**src/rtl/dsm_pkg.sv**
```systemverilog
package dsm_pkg;

  // Binomial coefficient C(n, k)
  function automatic int binom(input int n, input int k);
    int r;
    r = 1;
    for (int i = 0; i < k; i++) r = r * (n - i) / (i + 1);
    return r;
  endfunction

  // Feedback weight on e[n-k] so that NTF = (1 - z^-1)^order
  function automatic int fb_coef(input int order, input int k);
    int c;
    c = binom(order, k);
    return (k % 2 == 1) ? c : -c;
  endfunction

endpackage

```
**src/rtl/dsm_lfsr.sv**
```systemverilog
module dsm_lfsr #(
  parameter logic [15:0] SEED = 16'hACE1
) (
  input  logic        clk,
  input  logic        rst,
  input  logic        adv,
  output logic [15:0] state
);
  logic fb_bit;

  assign fb_bit = state[15] ^ state[13] ^ state[12] ^ state[10];

  always_ff @(posedge clk) begin
    if (rst)      state <= SEED;
    else if (adv) state <= {state[14:0], fb_bit};
  end
endmodule

```
**src/rtl/dsm_fb_sum.sv**
```systemverilog
module dsm_fb_sum
  import dsm_pkg::*;
#(
  parameter int ORDER = 2,
  parameter int ACC_W = 21,
  parameter int SUM_W = ACC_W + 5
) (
  input  logic [ORDER-1:0][ACC_W-1:0] err_line,
  output logic signed [SUM_W-1:0]     fb
);
  logic signed [SUM_W-1:0] term [ORDER];

  for (genvar k = 0; k < ORDER; k++) begin : g_tap
    localparam int COEF = fb_coef(ORDER, k + 1);
    logic signed [SUM_W-1:0] e_ext;
    assign e_ext   = SUM_W'($signed(err_line[k]));
    assign term[k] = SUM_W'(COEF) * e_ext;
  end

  always_comb begin
    fb = '0;
    for (int k = 0; k < ORDER; k++) fb = fb + term[k];
  end
endmodule

```
**src/rtl/dsm_quant.sv**
```systemverilog
module dsm_quant #(
  parameter int IN_W   = 16,
  parameter int ACC_W  = 21,
  parameter int SUM_W  = ACC_W + 5,
  parameter int DITH_W = 4
) (
  input  logic signed [IN_W-1:0]   x,
  input  logic signed [SUM_W-1:0]  fb,
  input  logic signed [DITH_W-1:0] dith,
  output logic signed [ACC_W-1:0]  v_sat,
  output logic                     bit_next,
  output logic signed [ACC_W-1:0]  err_next
);
  localparam longint LIM_HI = (longint'(1) << (ACC_W - 1)) - 1;
  localparam longint LIM_LO = -(longint'(1) << (ACC_W - 1));
  localparam longint FS     = longint'(1) << (IN_W - 1);
  localparam int     RAW_W  = SUM_W + 2;

  logic signed [RAW_W-1:0] v_raw;
  logic signed [ACC_W+1:0] e_raw;
  logic signed [ACC_W+1:0] y_lvl;

  assign v_raw = RAW_W'(x) + RAW_W'(fb) + RAW_W'(dith);

  always_comb begin
    if (v_raw > LIM_HI)      v_sat = ACC_W'(LIM_HI);
    else if (v_raw < LIM_LO) v_sat = ACC_W'(LIM_LO);
    else                     v_sat = ACC_W'(v_raw);
  end

  assign bit_next = ~v_sat[ACC_W-1];
  assign y_lvl    = bit_next ? (ACC_W+2)'(FS) : (ACC_W+2)'(-FS);
  assign e_raw    = (ACC_W+2)'(v_sat) - y_lvl;

  always_comb begin
    if (e_raw > LIM_HI)      err_next = ACC_W'(LIM_HI);
    else if (e_raw < LIM_LO) err_next = ACC_W'(LIM_LO);
    else                     err_next = ACC_W'(e_raw);
  end
endmodule

```
**src/rtl/dsm_modulator.sv**
```systemverilog
module dsm_modulator #(
  parameter int          IN_W   = 16,
  parameter int          ORDER  = 2,
  parameter int          DITH_W = 4,
  parameter logic [15:0] SEED   = 16'hACE1
) (
  input  logic            clk,
  input  logic            rst,
  input  logic            tick,
  input  logic            dither_en,
  input  logic            in_valid,
  output logic            in_ready,
  input  logic [IN_W-1:0] in_data,
  output logic            bit_out
);
  localparam int ACC_W = IN_W + ORDER + 3;
  localparam int SUM_W = ACC_W + 5;

  logic [ORDER-1:0][ACC_W-1:0] err_q;
  logic signed [IN_W-1:0]      x_hold;
  logic signed [IN_W-1:0]      x_cur;
  logic signed [SUM_W-1:0]     fb;
  logic signed [DITH_W-1:0]    dith;
  logic signed [ACC_W-1:0]     v_sat;
  logic signed [ACC_W-1:0]     err_next;
  logic                        bit_next;
  logic [15:0]                 lfsr_q;
  logic                        take;

  assign in_ready = tick;
  assign take     = tick & in_valid;
  assign x_cur    = take ? $signed(in_data) : x_hold;
  assign dith     = dither_en ? $signed(lfsr_q[DITH_W-1:0]) : '0;

  dsm_lfsr #(.SEED(SEED)) u_lfsr (
    .clk(clk), .rst(rst), .adv(tick), .state(lfsr_q)
  );

  dsm_fb_sum #(.ORDER(ORDER), .ACC_W(ACC_W), .SUM_W(SUM_W)) u_fb (
    .err_line(err_q), .fb(fb)
  );

  dsm_quant #(.IN_W(IN_W), .ACC_W(ACC_W), .SUM_W(SUM_W), .DITH_W(DITH_W)) u_q (
    .x(x_cur), .fb(fb), .dith(dith),
    .v_sat(v_sat), .bit_next(bit_next), .err_next(err_next)
  );

  always_ff @(posedge clk) begin
    if (rst) begin
      x_hold  <= '0;
      bit_out <= 1'b0;
    end else if (tick) begin
      if (in_valid) x_hold <= $signed(in_data);
      bit_out <= bit_next;
    end
  end

  for (genvar k = 0; k < ORDER; k++) begin : g_line
    always_ff @(posedge clk) begin
      if (rst)       err_q[k] <= '0;
      else if (tick) err_q[k] <= (k == 0) ? err_next : err_q[(k == 0) ? 0 : k - 1];
    end
  end
endmodule

```
**config.mk**
```make
export PLATFORM = sky130hd
export DESIGN_NAME = dsm_modulator
export DESIGN_NICKNAME = d
export VERILOG_FILES = /design/src/rtl/dsm_pkg.sv /design/src/rtl/dsm_lfsr.sv /design/src/rtl/dsm_fb_sum.sv /design/src/rtl/dsm_quant.sv /design/src/rtl/dsm_modulator.sv
export SDC_FILE = /design/constraint.sdc
export NUM_CORES = 1
export LEC_CHECK = 0
export ABC_AREA = 1
export ABC_CLOCK_PERIOD_IN_PS = 5100
export BUFFER_PORTS_ARGS = -buffer_cell sky130_fd_sc_hd__buf_2
export CORE_MARGIN = 10
export CORE_UTILIZATION = 40
export CTS_CLUSTER_DIAMETER = 150
export DETAILED_ROUTE_END_ITERATION = 8
export MAX_ROUTING_LAYER = met4
export SETUP_SLACK_MARGIN = 0.4
export SLEW_MARGIN = 20
export SYNTH_ARGS = -nofsm -noshare
export SYNTH_HDL_FRONTEND = slang
export SYNTH_SLANG_ARGS = --single-unit
```
**constraint.sdc**
```tcl
create_clock -name clk -period 5.1 [get_ports clk]
set_clock_uncertainty 0.05 [all_clocks]
set_input_delay 0 -clock clk [delete_from_list [all_inputs] [get_ports clk]]
set_output_delay 0 -clock clk [all_outputs]
set_load 0.03 [all_outputs]
```
======== Word-level counts from Yosys, hierarchy flattened ========
Index checks and enable logic that the tools add are counted.
W data, S select, Z words.
operators by class
  bitwise operators ....................... 5
  order comparisons ....................... 4
  reductions and logical operators ........ 1
  muxes and demuxes ....................... 7
  add/subtract/negate cells ............... 5
operators with widths
  kind                    count
  $mux W21                4
  $add A27 B4 Y28         1
  $gt A28 B21 Y1 const B  1
  $lt A28 B21 Y1 const B  1
  $add A16 B26 Y27        1
  $add A22 B26 Y26        1
  $neg A21 Y26            1
  $gt A23 B21 Y1 const B  1
  $lt A23 B21 Y1 const B  1
  $mux W23                1
  $sub A21 B23 Y23        1
  $mux W16                1
  $mux W4                 1
  $xor A1 B1 Y1           3
  $reduce_and A2 Y1       1
  $and A1 B1 Y1           1
  $not A1 Y1              1
word-level totals
  bits in registers ....................... 75
  input port bits ......................... 21
  output and inout port bits .............. 2
  logic and storage cells ................. 27

======== Depth between registers and ports, before layout ========
  word-level depth ........................ 12
  mapped depth ............................ 41
  gate-level depth less buffers ........... 38

======== Hierarchy ========
A second synthesis with hierarchy kept.
unflattened totals
  cells, all modules ...................... 1308
  area, all modules ....................... 7892.6 µm²
by module, submodules not included
  module         area an instance (µm²)  cells an instance  instances  seq. area each (µm²)
  dsm_quant      3189.3                  540                1          0.0
  dsm_modulator  2341.0                  332                1          1181.1
  dsm_fb_sum     1729.2                  354                1          0.0
  dsm_lfsr       633.1                   82                 1          320.3

======== Least setup slack after synthesis ========
No wires, ideal clock.
  kind .................................... input to register
  from .................................... in tick
  to ...................................... reg err_q[8] in the netlist's numbering
  setup time .............................. 0.120 ns
  path buffers ............................ 4
  arrival time ............................ 5.298 ns
  cell stages on the path ................. 31
  required time ........................... 4.930 ns
  setup slack ............................. -0.368 ns
  cell sequence ........................... clkbuf_1 > nand2_1 > o21ai_0 > inv_1 > fa_1 > ha_1 > buf_4 > nand2_1 > nor2_1 > nand2_1 > nor2_1 > nand2_1 > nand3_2 > nand2_2 > nand2_4 > nor2_2 > nand3_2 > nand2_4 > buf_8 > inv_1 > o21ai_0 > ha_1 > inv_1 > nor2_1 > nor2_1 > nand2_1 > nand2_1 > nand3_2 > buf_4 > a21oi_1 > a21oi_1
on the way
  longest elaborated chain between the ends .. 12
  elaborated cells between the ends (all ways) .. 14
  those cells by class .................... 3 x add/sub; 4 x order compare; 6 x mux; 1 x bitwise
ends and longest elaborated chain
  what                            RTL line             text
  start: declaration              dsm_modulator.sv:9   input logic tick,
  $and A1 B1 Y1                   dsm_modulator.sv:31  assign take = tick & in_valid;
  $mux W16                        dsm_modulator.sv:32  assign x_cur = take ? $signed(in_data) : x_hold;
  $add A16 B26 Y27                dsm_quant.sv:23      assign v_raw = RAW_W'(x) + RAW_W'(fb) + RAW_W'(dith);
  $add A27 B4 Y28                 dsm_quant.sv:23
  $lt A28 B21 Y1                  dsm_quant.sv:27      else if (v_raw < LIM_LO) v_sat = ACC_W'(LIM_LO);
  $mux W21                        dsm_quant.sv:27
  $mux W21                        dsm_quant.sv:26      if (v_raw > LIM_HI) v_sat = ACC_W'(LIM_HI);
  $mux W23                        dsm_quant.sv:32      assign y_lvl = bit_next ? (ACC_W+2)'(FS) : (ACC_W+2)'(-FS);
  $sub A21 B23 Y23                dsm_quant.sv:33      assign e_raw = (ACC_W+2)'(v_sat) - y_lvl;
  $lt A23 B21 Y1                  dsm_quant.sv:37      else if (e_raw < LIM_LO) err_next = ACC_W'(LIM_LO);
  $mux W21                        dsm_quant.sv:37
  $mux W21                        dsm_quant.sv:36      if (e_raw > LIM_HI) err_next = ACC_W'(LIM_HI);
  end signal: indexed assignment  dsm_modulator.sv:61  else if (tick) err_q[k] <= (k == 0) ? err_next : err_q[(k == 0) ? 0 : k - 1];
  end: declaration                dsm_modulator.sv:19  logic [ORDER-1:0][ACC_W-1:0] err_q;
Parallel ways exist; a longest one is shown, timed or not.
A chain may end at the register's enable or synchronous reset.

======== Final worst setup path ========
  from .................................... reg u_lfsr.state[1]
  to ...................................... reg err_q[4] in the netlist's numbering
on the way
  longest elaborated chain between the ends .. 10
  elaborated cells between the ends (all ways) .. 12
  those cells by class .................... 2 x add/sub; 4 x order compare; 6 x mux
ends and longest elaborated chain
  what                      RTL line             text
  start: declaration        dsm_lfsr.sv:7        output logic [15:0] state
  start signal: assignment  dsm_lfsr.sv:15       else if (adv) state <= {state[14:0], fb_bit};
  $mux W4 *                 dsm_modulator.sv:33  assign dith = dither_en ? $signed(lfsr_q[DITH_W-1:0]) : '0;
  $add A27 B4 Y28 *         dsm_quant.sv:23
  $lt A28 B21 Y1            dsm_quant.sv:27
  $mux W21                  dsm_quant.sv:27
  $mux W21 *                dsm_quant.sv:26
  $mux W23                  dsm_quant.sv:32
  $sub A21 B23 Y23 *        dsm_quant.sv:33
  $lt A23 B21 Y1            dsm_quant.sv:37
  $mux W21                  dsm_quant.sv:37
  $mux W21 *                dsm_quant.sv:36
Every way passes the cells marked *; elsewhere a longest branch is shown, timed or not.

==> metrics.cfg <==
[logic_synthesis]
synth_top_cell_area_share=0.2317
synth_nets=1028
avgSynthCellArea_sq_um=6.944
synth_edf_count=0
async_reset_ff_frac=0
synth_flop_cell=dfxtp_1
syn_inst=933
yosysWarningCount=0
yosys.area.top_type=dfxtp_1
synth.distinct_cells=42
syn-cell-area_sq_mm=0.006479
synth-seq-cells=75
synth_area_leaders=dfxtp_1, nand2_1, inv_1, ha_1, fa_1
seq_area_frac_synth=0.2317

[worst_setup_path]
startpoint=u_lfsr.state[1]
crit_arrival_ns=4.96
timing.rr.start=u_lfsr.state[1]
r2r_slack_ns=0.34
crit_top_cell=nand2_2
cp_num_cells=32
worstPathRequired_ns=5.29
path_class=reg2reg
path_max_fanout=5
critPathCaptureType=flop
startpoint_type=flop
setup.worst_path.end=err_q[4]
reg2reg_depth=32
r2r_end=err_q[4]
crit_path_top_delay_cell=fa_1
crit_buf_inv=6
crit_path_max_incr_delay_ns=0.51
path_delay_family=simple AND/OR/NAND/NOR gates

[sta]
rsz0062_at_grt=yes
slew_viol_final=0
setup_viol=0
finalCritPeriodShare=0.9335
tns_ns=0
worst_slew_pin_slew_ns=0.9954
fmax_ghz=0.2101
relSlewSlack=0.3323
timing.final.crit_period_ns=4.761
setup_ws_ns=0.3393
finalHoldViolations=0

[grt]
antenna_found_initial=0
grt_use_total=0.1708
overflow=0
grt_pass1_wl_mm=29.11
grt_pass1_vias=5705
grt_start_max_net_pins=48

[clocking]
path_clk_slew_ns=0.07
cts_buffer_depth=2
root_buffer=clkbuf_16
tritoncts=done
cts_buffers=9
htree_levels=3
clk_latency_ns=0.36
cts.sink_count=75

[route]
firstDrtPassIters=5
vias=6054
routed_via_density=4.999
drc=0
routed_wl_mm=18.83
drtIter0Drc=375
drt-wirelength-per-cell_um=15.55
drtAntennaViolNets=0

[final_layout]
final_net_count=1085
area_delta_synth_final_pct=27.44
fin_util=0.5198
insertedDiodeCount=0
drive_above_1_share=0.2834
fillCellCount=1562

[place]
dp_slack_ns=0.2106
dpl.hpwl_mm=12.93
gp_congestion=0.9290
io_buffer_count=22

[floorplanning]
die-area_sq_mm=0.02169
dieHeight_um=147.3
core-area_sq_mm=0.01589
die_w_um=147.3
io_pins=23
start_util=0.4078
row_count=46

[run_status]
status=finished, final reports clean

[run]
maxCapViolCount=0

[hold_path]
hold_path_class=in2reg

[synthesized netlist by cell type, types with 2 or more instances]
master / n
fa_1: 26
xnor2_1: 9
buf_2: 2
clkbuf_1: 22
a31oi_1: 2
a31o_2: 19
ha_1: 48
and2_4: 2
dfxtp_1: 75
mux2i_1: 14
inv_2: 5
xor2_1: 30
a21oi_1: 78
nor2_2: 12
nand3_2: 3
nand3b_4: 2
nor2_1: 62
nand2_2: 24
or2_1: 2
buf_6: 2
buf_4: 5
o21ai_0: 55
nand3_1: 30
nand4_1: 10
a21oi_2: 4
nand2_4: 3
nand2_1: 204
inv_1: 169
[final cells by class]
type | instances | area, sq um | area share
multi-input combinational | 654 | 4910 | 0.5946
clock inverter | 6 | 72.57 | 0.008789
timing repair buffer | 74 | 589.3 | 0.07137
inverter | 176 | 665.6 | 0.08062
clock buffer | 10 | 239.0 | 0.02894
sequential | 75 | 1510 | 0.1829
tap | 216 | 270.3 | 0.03273
[placed cells by master, fill, tap and decap left out, drive strengths merged, types with 2 or more instances in the layout]
cell type and instances:
o21ai 57, clkinv 3, a21oi 82, fa 26, dlygate4sd3 23, a31oi 2
xor2 30, dfxtp 75, xnor2 9, ha 48, buf 51, and2 4
clkbuf 10, nor2 74, inv 177, nand2 234, nand3b 3, mux2i 14
or2 2, nand3 37, nand4 11, a31o 19
[logic make-up (layout without fill, tap and decap cells)]
| group | after synthesis | in the layout | share of synthesized area |
|---|---|---|---|
| simple gates | 360 | 366 | 0.2518 |
| buf+inv | 210 | 266 | 0.1300 |
| compound gates | 161 | 161 | 0.1390 |
| flops | 75 | 75 | 0.2317 |
| fa+ha+maj | 74 | 74 | 0.1730 |
| xor+xnor | 39 | 39 | 0.05272 |
| mux | 14 | 14 | 0.02163 |
[how the worst min path moves through the flow]
stage | end | start | depth (start not counted)
floorplan | in_ready | tick | 1
global placement | x_hold[2] | in_data[2] | 3
detailed placement | x_hold[3] | in_data[3] | 3
CTS | x_hold[9] | rst | 2
global route | x_hold[9] | rst | 2
finish | x_hold[2] | rst | 2
[worst register-to-register path: cells and delay by family (launching register included)]
kind                       cells  cell delay (ns)
buffers and inverters          6             0.32
DFF                            1             0.33
and+or+nand+nor               18             1.75
AOI/OAI and AO/OA              3             0.49
adders and majority gates      5             1.71
[timing repair]
item                                    in CTS  in global routing
pin swaps                                    7                 45
gates cloned                                 4                  2
hold buffers                                23                  0
endpoints found under the hold margin       16                  0
setup buffers                                0                 17
gates resized for setup                     28                158
endpoints found under the setup margin      19                 20
[state kept, by name, indices dropped and copies added (netlist names)]
register      count
bit_out           1
u_lfsr.state     16
err_q            42
x_hold           16
[layer usage]
| metal | up-vias | global-route usage | part of all wire |
|---|---|---|---|
| li1 | 3054 | - | - |
| met1 | 2835 | 0.2217 | 0.47 |
| met2 | 124 | 0.2640 | 0.45 |
| met3 | 41 | 0.02918 | 0.044 |
| met4 | 0 | 0.05699 | 0.030 |
| met5 | - | - | 0 |
[through the flow]
| stage | area (sq um) | std cells | hold slack (ns) |
|---|---|---|---|
| floorplan | 6513 | 933 | 0.08167 |
| global placement | 6792 | 1149 | 0.2308 |
| detailed placement | 6792 | 1149 | 0.2365 |
| CTS | 7476 | 1192 | 0.004278 |
| global route | 8257 | 1211 | 0.02689 |
| finish | 8257 | 1211 | 0.003157 |
Power is left out: the tool's default activity adds up to more than one toggle a clock period on the data nets, which glitch-free logic cannot reach.
